===== src/rtl/spi_flash_ctl.sv =====
module spi_flash_ctl #(
  parameter int ADDR_W = 32,
  parameter int DIV    = 2
) (
  input  logic              clk,
  input  logic              rst_n,
  input  logic              bus_req,
  input  logic              bus_write,
  input  logic              bus_word,
  input  logic [ADDR_W-1:0] bus_addr,
  input  logic [31:0]       bus_wdata,
  output logic [31:0]       bus_rdata,
  output logic              bus_ack,
  output logic              spi_cs_n,
  output logic              spi_sclk,
  output logic              spi_mosi,
  input  logic              spi_miso
);
  localparam int CW = $clog2(DIV + 1);

  typedef enum logic [2:0] {S_IDLE, S_LOAD, S_LOW, S_HIGH, S_DONE} st_t;

  st_t         st;
  logic [31:0] conf_q, ctrl_q, tx_buf, rd_buf;
  logic        wide_q, direct, is_data;
  logic [1:0]  act_mode, lane;
  logic [47:0] hdr_sr;
  logic [2:0]  hdr_left, dat_left, bitn;
  logic [7:0]  tx_sh, rx_sh;
  logic [CW-1:0] div;

  logic        win, user_cs, raw;
  logic [31:0] woff, reg_rd;
  logic [2:0]  hdr_len;
  logic [47:0] hdr_load;

  assign win      = bus_addr[ADDR_W-1];
  assign woff     = {{(33-ADDR_W){1'b0}}, bus_addr[ADDR_W-2:0]};
  assign raw      = (act_mode == 2'd3);
  assign user_cs  = raw && !ctrl_q[2];
  assign hdr_len  = 3'd1 + (wide_q ? 3'd4 : 3'd3) + {2'b00, act_mode == 2'd1};
  assign hdr_load = wide_q ? {ctrl_q[23:16], woff, 8'h00}
                           : {ctrl_q[23:16], woff[23:0], 16'h0000};
  assign spi_mosi = tx_sh[7];

  always_comb begin
    case (bus_addr[3:2])
      2'd0:    reg_rd = conf_q;
      2'd1:    reg_rd = {31'b0, wide_q};
      2'd2:    reg_rd = ctrl_q;
      default: reg_rd = '0;
    endcase
  end

  always_ff @(posedge clk or negedge rst_n) begin
    if (!rst_n) begin
      st <= S_IDLE;
      conf_q <= '0; wide_q <= 1'b0; ctrl_q <= 32'h0003_0004;
      act_mode <= 2'd0; direct <= 1'b0; is_data <= 1'b0;
      hdr_sr <= '0; hdr_left <= '0; dat_left <= '0; bitn <= '0;
      tx_buf <= '0; rd_buf <= '0; lane <= '0;
      tx_sh <= '0; rx_sh <= '0; div <= '0;
      spi_cs_n <= 1'b1; spi_sclk <= 1'b0;
      bus_ack <= 1'b0; bus_rdata <= '0;
    end else begin
      bus_ack <= 1'b0;
      case (st)
        S_IDLE: begin
          if (spi_cs_n) act_mode <= ctrl_q[1:0];
          spi_cs_n <= !user_cs;
          if (bus_req && !bus_ack) begin
            if (!win) begin
              bus_ack   <= 1'b1;
              bus_rdata <= reg_rd;
              if (bus_write) begin
                case (bus_addr[3:2])
                  2'd0:    conf_q <= bus_wdata;
                  2'd1:    wide_q <= bus_wdata[0];
                  2'd2:    ctrl_q <= bus_wdata;
                  default: ;
                endcase
              end
            end else if ((bus_write && !conf_q[16]) || (raw && spi_cs_n)) begin
              bus_ack   <= 1'b1;
              bus_rdata <= '0;
            end else begin
              direct   <= !raw;
              if (!raw) spi_cs_n <= 1'b0;
              hdr_sr   <= hdr_load;
              hdr_left <= raw ? 3'd0 : hdr_len;
              dat_left <= bus_word ? 3'd4 : 3'd1;
              tx_buf   <= bus_write ? bus_wdata : 32'h0;
              rd_buf   <= '0;
              lane     <= '0;
              st       <= S_LOAD;
            end
          end
        end
        S_LOAD: begin
          if (hdr_left != 3'd0) begin
            tx_sh    <= hdr_sr[47:40];
            hdr_sr   <= {hdr_sr[39:0], 8'h00};
            hdr_left <= hdr_left - 3'd1;
            is_data  <= 1'b0;
          end else begin
            tx_sh    <= tx_buf[7:0];
            tx_buf   <= {8'h00, tx_buf[31:8]};
            dat_left <= dat_left - 3'd1;
            is_data  <= 1'b1;
          end
          bitn <= '0;
          div  <= '0;
          st   <= S_LOW;
        end
        S_LOW: begin
          if (div == CW'(DIV - 1)) begin
            div      <= '0;
            spi_sclk <= 1'b1;
            rx_sh    <= {rx_sh[6:0], spi_miso};
            st       <= S_HIGH;
          end else div <= div + 1'b1;
        end
        S_HIGH: begin
          if (div == CW'(DIV - 1)) begin
            div      <= '0;
            spi_sclk <= 1'b0;
            if (bitn == 3'd7) begin
              if (is_data) begin
                rd_buf[{lane, 3'b000} +: 8] <= rx_sh;
                lane <= lane + 2'd1;
              end
              st <= (hdr_left == 3'd0 && dat_left == 3'd0) ? S_DONE : S_LOAD;
            end else begin
              bitn  <= bitn + 3'd1;
              tx_sh <= {tx_sh[6:0], 1'b0};
              st    <= S_LOW;
            end
          end else div <= div + 1'b1;
        end
        S_DONE: begin
          if (direct) spi_cs_n <= 1'b1;
          bus_ack   <= 1'b1;
          bus_rdata <= rd_buf;
          st        <= S_IDLE;
        end
        default: st <= S_IDLE;
      endcase
    end
  end
endmodule


===== config.mk =====
export PLATFORM = sky130hd
export DESIGN_NAME = spi_flash_ctl
export DESIGN_NICKNAME = d
export VERILOG_FILES = /design/src/rtl/spi_flash_ctl.sv
export SDC_FILE = /design/constraint.sdc
export NUM_CORES = 1
export LEC_CHECK = 0
export ABC_AREA = 1
export BUFFER_PORTS_ARGS = -buffer_cell sky130_fd_sc_hd__buf_2
export CORE_MARGIN = 10
export CORE_UTILIZATION = 35
export CTS_CLUSTER_SIZE = 16
export DETAILED_ROUTE_END_ITERATION = 16
export GPL_TIMING_DRIVEN = 0
export PLACE_DENSITY = 0.58
export SETUP_SLACK_MARGIN = 0.4
export SLEW_MARGIN = 10
export SYNTH_ARGS = -nofsm -noshare
export SYNTH_HDL_FRONTEND = slang
export SYNTH_SLANG_ARGS = --single-unit

===== constraint.sdc =====
create_clock -name clk -period 2.23 [get_ports clk]
set_input_delay 0.1115 -clock clk [delete_from_list [all_inputs] [get_ports clk]]
set_output_delay 0.1115 -clock clk [all_outputs]
set_load 0.05 [all_outputs]

==> results.yml <==
status:
  outcome: "complete, no violations"
layout:
  final_cell_count_no_fill: 2246
  drive_gt1_share_pct: 15.9
  ff_latch_area_um2: 6010
  num-fill-cells: 3312
  syn2layout_area_growth_pct: 27.6
  fin_nets: 1865
  multi_input_area_um2: 5120
floorplanning:
  core_um2: 32700
  placementRows: 66
  io_pins: 106
  chipWidth_um: 203
  fp.dieH_um: 203
  dieArea_um2: 41000
  initial_core_util_pct: 35.7
yosys:
  synth_area_leaders: "dfrtp_1 (51%), nand2_1 (25%), o21ai_0 (4.1%), nand3_1 (3.9%), inv_1 (2.3%)"
  syn_nets: 1643
  synth_edf_count: 0
  ys.warnings.count: 0
  syn_area_per_cell_um2: 7.47
  yosysTopAreaCell: "dfrtp_1"
  synth_top_cell_area_share_pct: 50.7
  yosysSeqAreaShare_pct: 51.6
  netlist_instances: 1560
  ys_ff_latch: 240
  syn-cell-area_um2: 11700
  netlist-cell-type-count: 31
  ys_async_sr_fraction_pct: 100
  synth_ff_type: "dfrtp_1"
setup_path:
  timing.rr.start: "st[1]$_DFFE_PN0P_"
  cp-end-kind: "flop"
  rrSetupSlack_ns: 0.48
  cp_max_fo: 10
  cp-start-kind: "flop"
  r2r_cells: 11
  critPathArrivalTime_ns: 2.23
  crit_required_ns: 2.71
  rr_endpoint: "hdr_sr[22]$_DFFE_PN0P_"
  critical_path_class: "reg2reg"
global_routing:
  antenna_found_initial: 1
  grt_pass1_wl_um: 59100
  grt_usage_pct: 17.7
  overflow: 0
  grt_pass1_vias: 10800
  grt_max_degree: 98
sta:
  setup_violations: 0
  fin_crit_ns: 1.75
  skew_ns: 0.0208
  fin_tns_setup_ns: 0
  rsz0062_at_grt: "true"
  setup_ws_ns: 0.484
  slew_violations: 0
  period_share_pct: 78.3
  worstMarginPinSlew_ns: 0.632
  hold_violations: 0
  fmax_mhz: 573
  max_slew_margin_pct: 57.8
  whs_ns: 0.0586
clock_network:
  htree_levels: 1
  tritoncts: "yes"
  clk_root_buffer_cell: "clkbuf_16"
  clk_pin_slew_worst_paths_ns: 0.06
  clockBufferDepth: 3
  clock_latency_ns: 0.55
  cts_buffers: 27
  cts.sinks: 240
power_and_ir_drop:
  p_total_uw: 9730
  cellLeakagePower_uw: 0.00741
  p_clk_share_pct: 50.6
  ir_worst_vdd_mv: 0.488
  p_sw_share_pct: 22.0
  power_density_nw_per_um2: 654
  combPwrFrac_pct: 4.4
  pwr-share-seq_pct: 44.9
  power.internal_uw: 7590
  switching_power_uw: 2140
placement:
  pre_cts_ws_ns: 0.0791
  routabilityCongestion: 0.888
  place_inst: 2109
  post-dp-hpwl_um: 26800
  io_buffer_count: 105
min_path:
  hold_path_depth: 5
  hold_class: "in2reg"
  min_from: "bus_addr[3]"
  min_to: "hdr_sr[19]$_DFFE_PN0P_"
route:
  drt.antenna.violating_nets: 0
  dr.first_iter.drc_count: 963
  drc: 0
  vias: 11000
  dr.pass1.iters: 8
  viasPerCell: 4.88
  routed_wl_um: 36900
  wl_per_cell_um: 16.4
run:
  drv_cap: 0
## critical path, cell delays in order, from the launching register on
cell,delay (ns)
dfrtp_1,0.36
buf_4,0.17
clkinv_1,0.07
nand2_4,0.07
nor2_4,0.25
nand2_2,0.13
o21ai_2,0.11
nand2_4,0.12
inv_4,0.12
buf_6,0.15
nand2_1,0.08
nand2_1,0.07
## worst max path at each step
stage                            start                        end
2_1_floorplan  hdr_left[0]$_DFFE_PN0P_     tx_buf[10]$_DFFE_PN0P_
3_3_place_gp                     rst_n  bus_rdata[28]$_DFFE_PN0P_
3_5_place_dp         st[1]$_DFFE_PN0P_      tx_buf[7]$_DFFE_PN0P_
4_1_cts              bus_ack$_DFF_PN0_  bus_rdata[15]$_DFFE_PN0P_
5_1_grt              st[1]$_DFFE_PN0P_     hdr_sr[22]$_DFFE_PN0P_
6_report             st[1]$_DFFE_PN0P_     hdr_sr[22]$_DFFE_PN0P_
## area by class of cell
class	instances	area share, %
sequential	240	40.4
multi-input combinational	1159	34.4
timing repair buffer	193	9.40
clock buffer	36	5.04
tap	442	3.72
buffer	81	3.29
inverter	80	2.16
clock inverter	14	1.55
antenna	1	0.0168
## flip-flops by register name, indices dropped and copies added, names as in the netlist, 8 cells and up
register   flops
bus_rdata     32
conf_q        32
ctrl_q        32
hdr_sr        40
rd_buf        32
rx_sh          8
tx_buf        32
tx_sh          8
## power by group through the flow
stage | sequential (uW) | combinational [uW] | clock (uW)
3_3_place_gp | 4450 | 324 | 0
4_1_cts | 4370 | 432 | 4990
2_1_floorplan | 4450 | 105 | 0
3_5_place_dp | 4450 | 341 | 0
5_1_grt | 4370 | 480 | 5190
6_report | 4370 | 430 | 4920
## stage by stage
stage / utilization [%] / instance area [um2]
after global placement: 39.0 / 12700
after global routing: 45.5 / 14900
after floorplan: - / 11700
after CTS: 44.5 / 14500
final: 45.5 / 14900
after detailed placement: 39.1 / 12800
## kinds of logic (layout without fill, tap and decap cells)
logic type               count (synthesis)  count (layout)  share of synthesized area, %
other                                    0               1                             0
adder cells (fa/ha/maj)                 13              13                          1.40
AO/OA/AOI/OAI                          183             183                          8.36
flip-flops                             240             240                          51.6
buffers and inverters                  161             404                          5.82
AND/OR/NAND/NOR                        962             962                          32.8
XOR/XNOR                                 1               1                        0.0751
## cells in the mapped netlist, types with 2 or more instances
master	n
ha_1	13
buf_2	29
o21ai_1	45
nand3_1	92
dfstp_2	4
nand2_1	761
buf_1	2
buf_4	6
buf_6	2
clkinv_1	2
dfrtp_1	236
nor2_1	71
o211ai_1	8
inv_1	72
a21oi_1	6
o21ai_0	96
nor2_4	2
clkbuf_1	42
a31oi_1	24
nand2_2	7
inv_2	6
nor3_1	16
nand4_2	2
or2_2	4
nand4_1	6
## cells in the final DEF (no fill, tap or decap), types with 8 or more instances in the layout
master,count
a31oi_1,24
buf_2,126
buf_4,26
buf_6,11
clkbuf_1,22
clkbuf_16,27
clkbuf_2,16
clkbuf_4,8
dfrtp_1,234
dlygate4sd3_1,66
ha_1,12
inv_1,71
nand2_1,749
nand2_2,12
nand3_1,90
nor2_1,66
nor3_1,15
o211ai_1,8
o21ai_0,96
o21ai_1,44
## what timing repair did
item	in CTS	in global routing
hold buffers	66	0
buffers inserted	2	17
cloned	0	1
pin swaps	2	10
endpoints found under the hold margin	191	0
setup endpoints to repair	185	218
gates resized for setup	34	95
## routing by layer
layer  global-route usage (%)  up-vias  part of all wire [%]
met4                     4.64        0                   2.3
li1                         -     5379                     -
met1                     25.2     5235                    47
met5                        0        -                     0
met3                     2.21       52                   5.3
met2                     28.0      287                    46
Power figures use the tool's default switching activity.
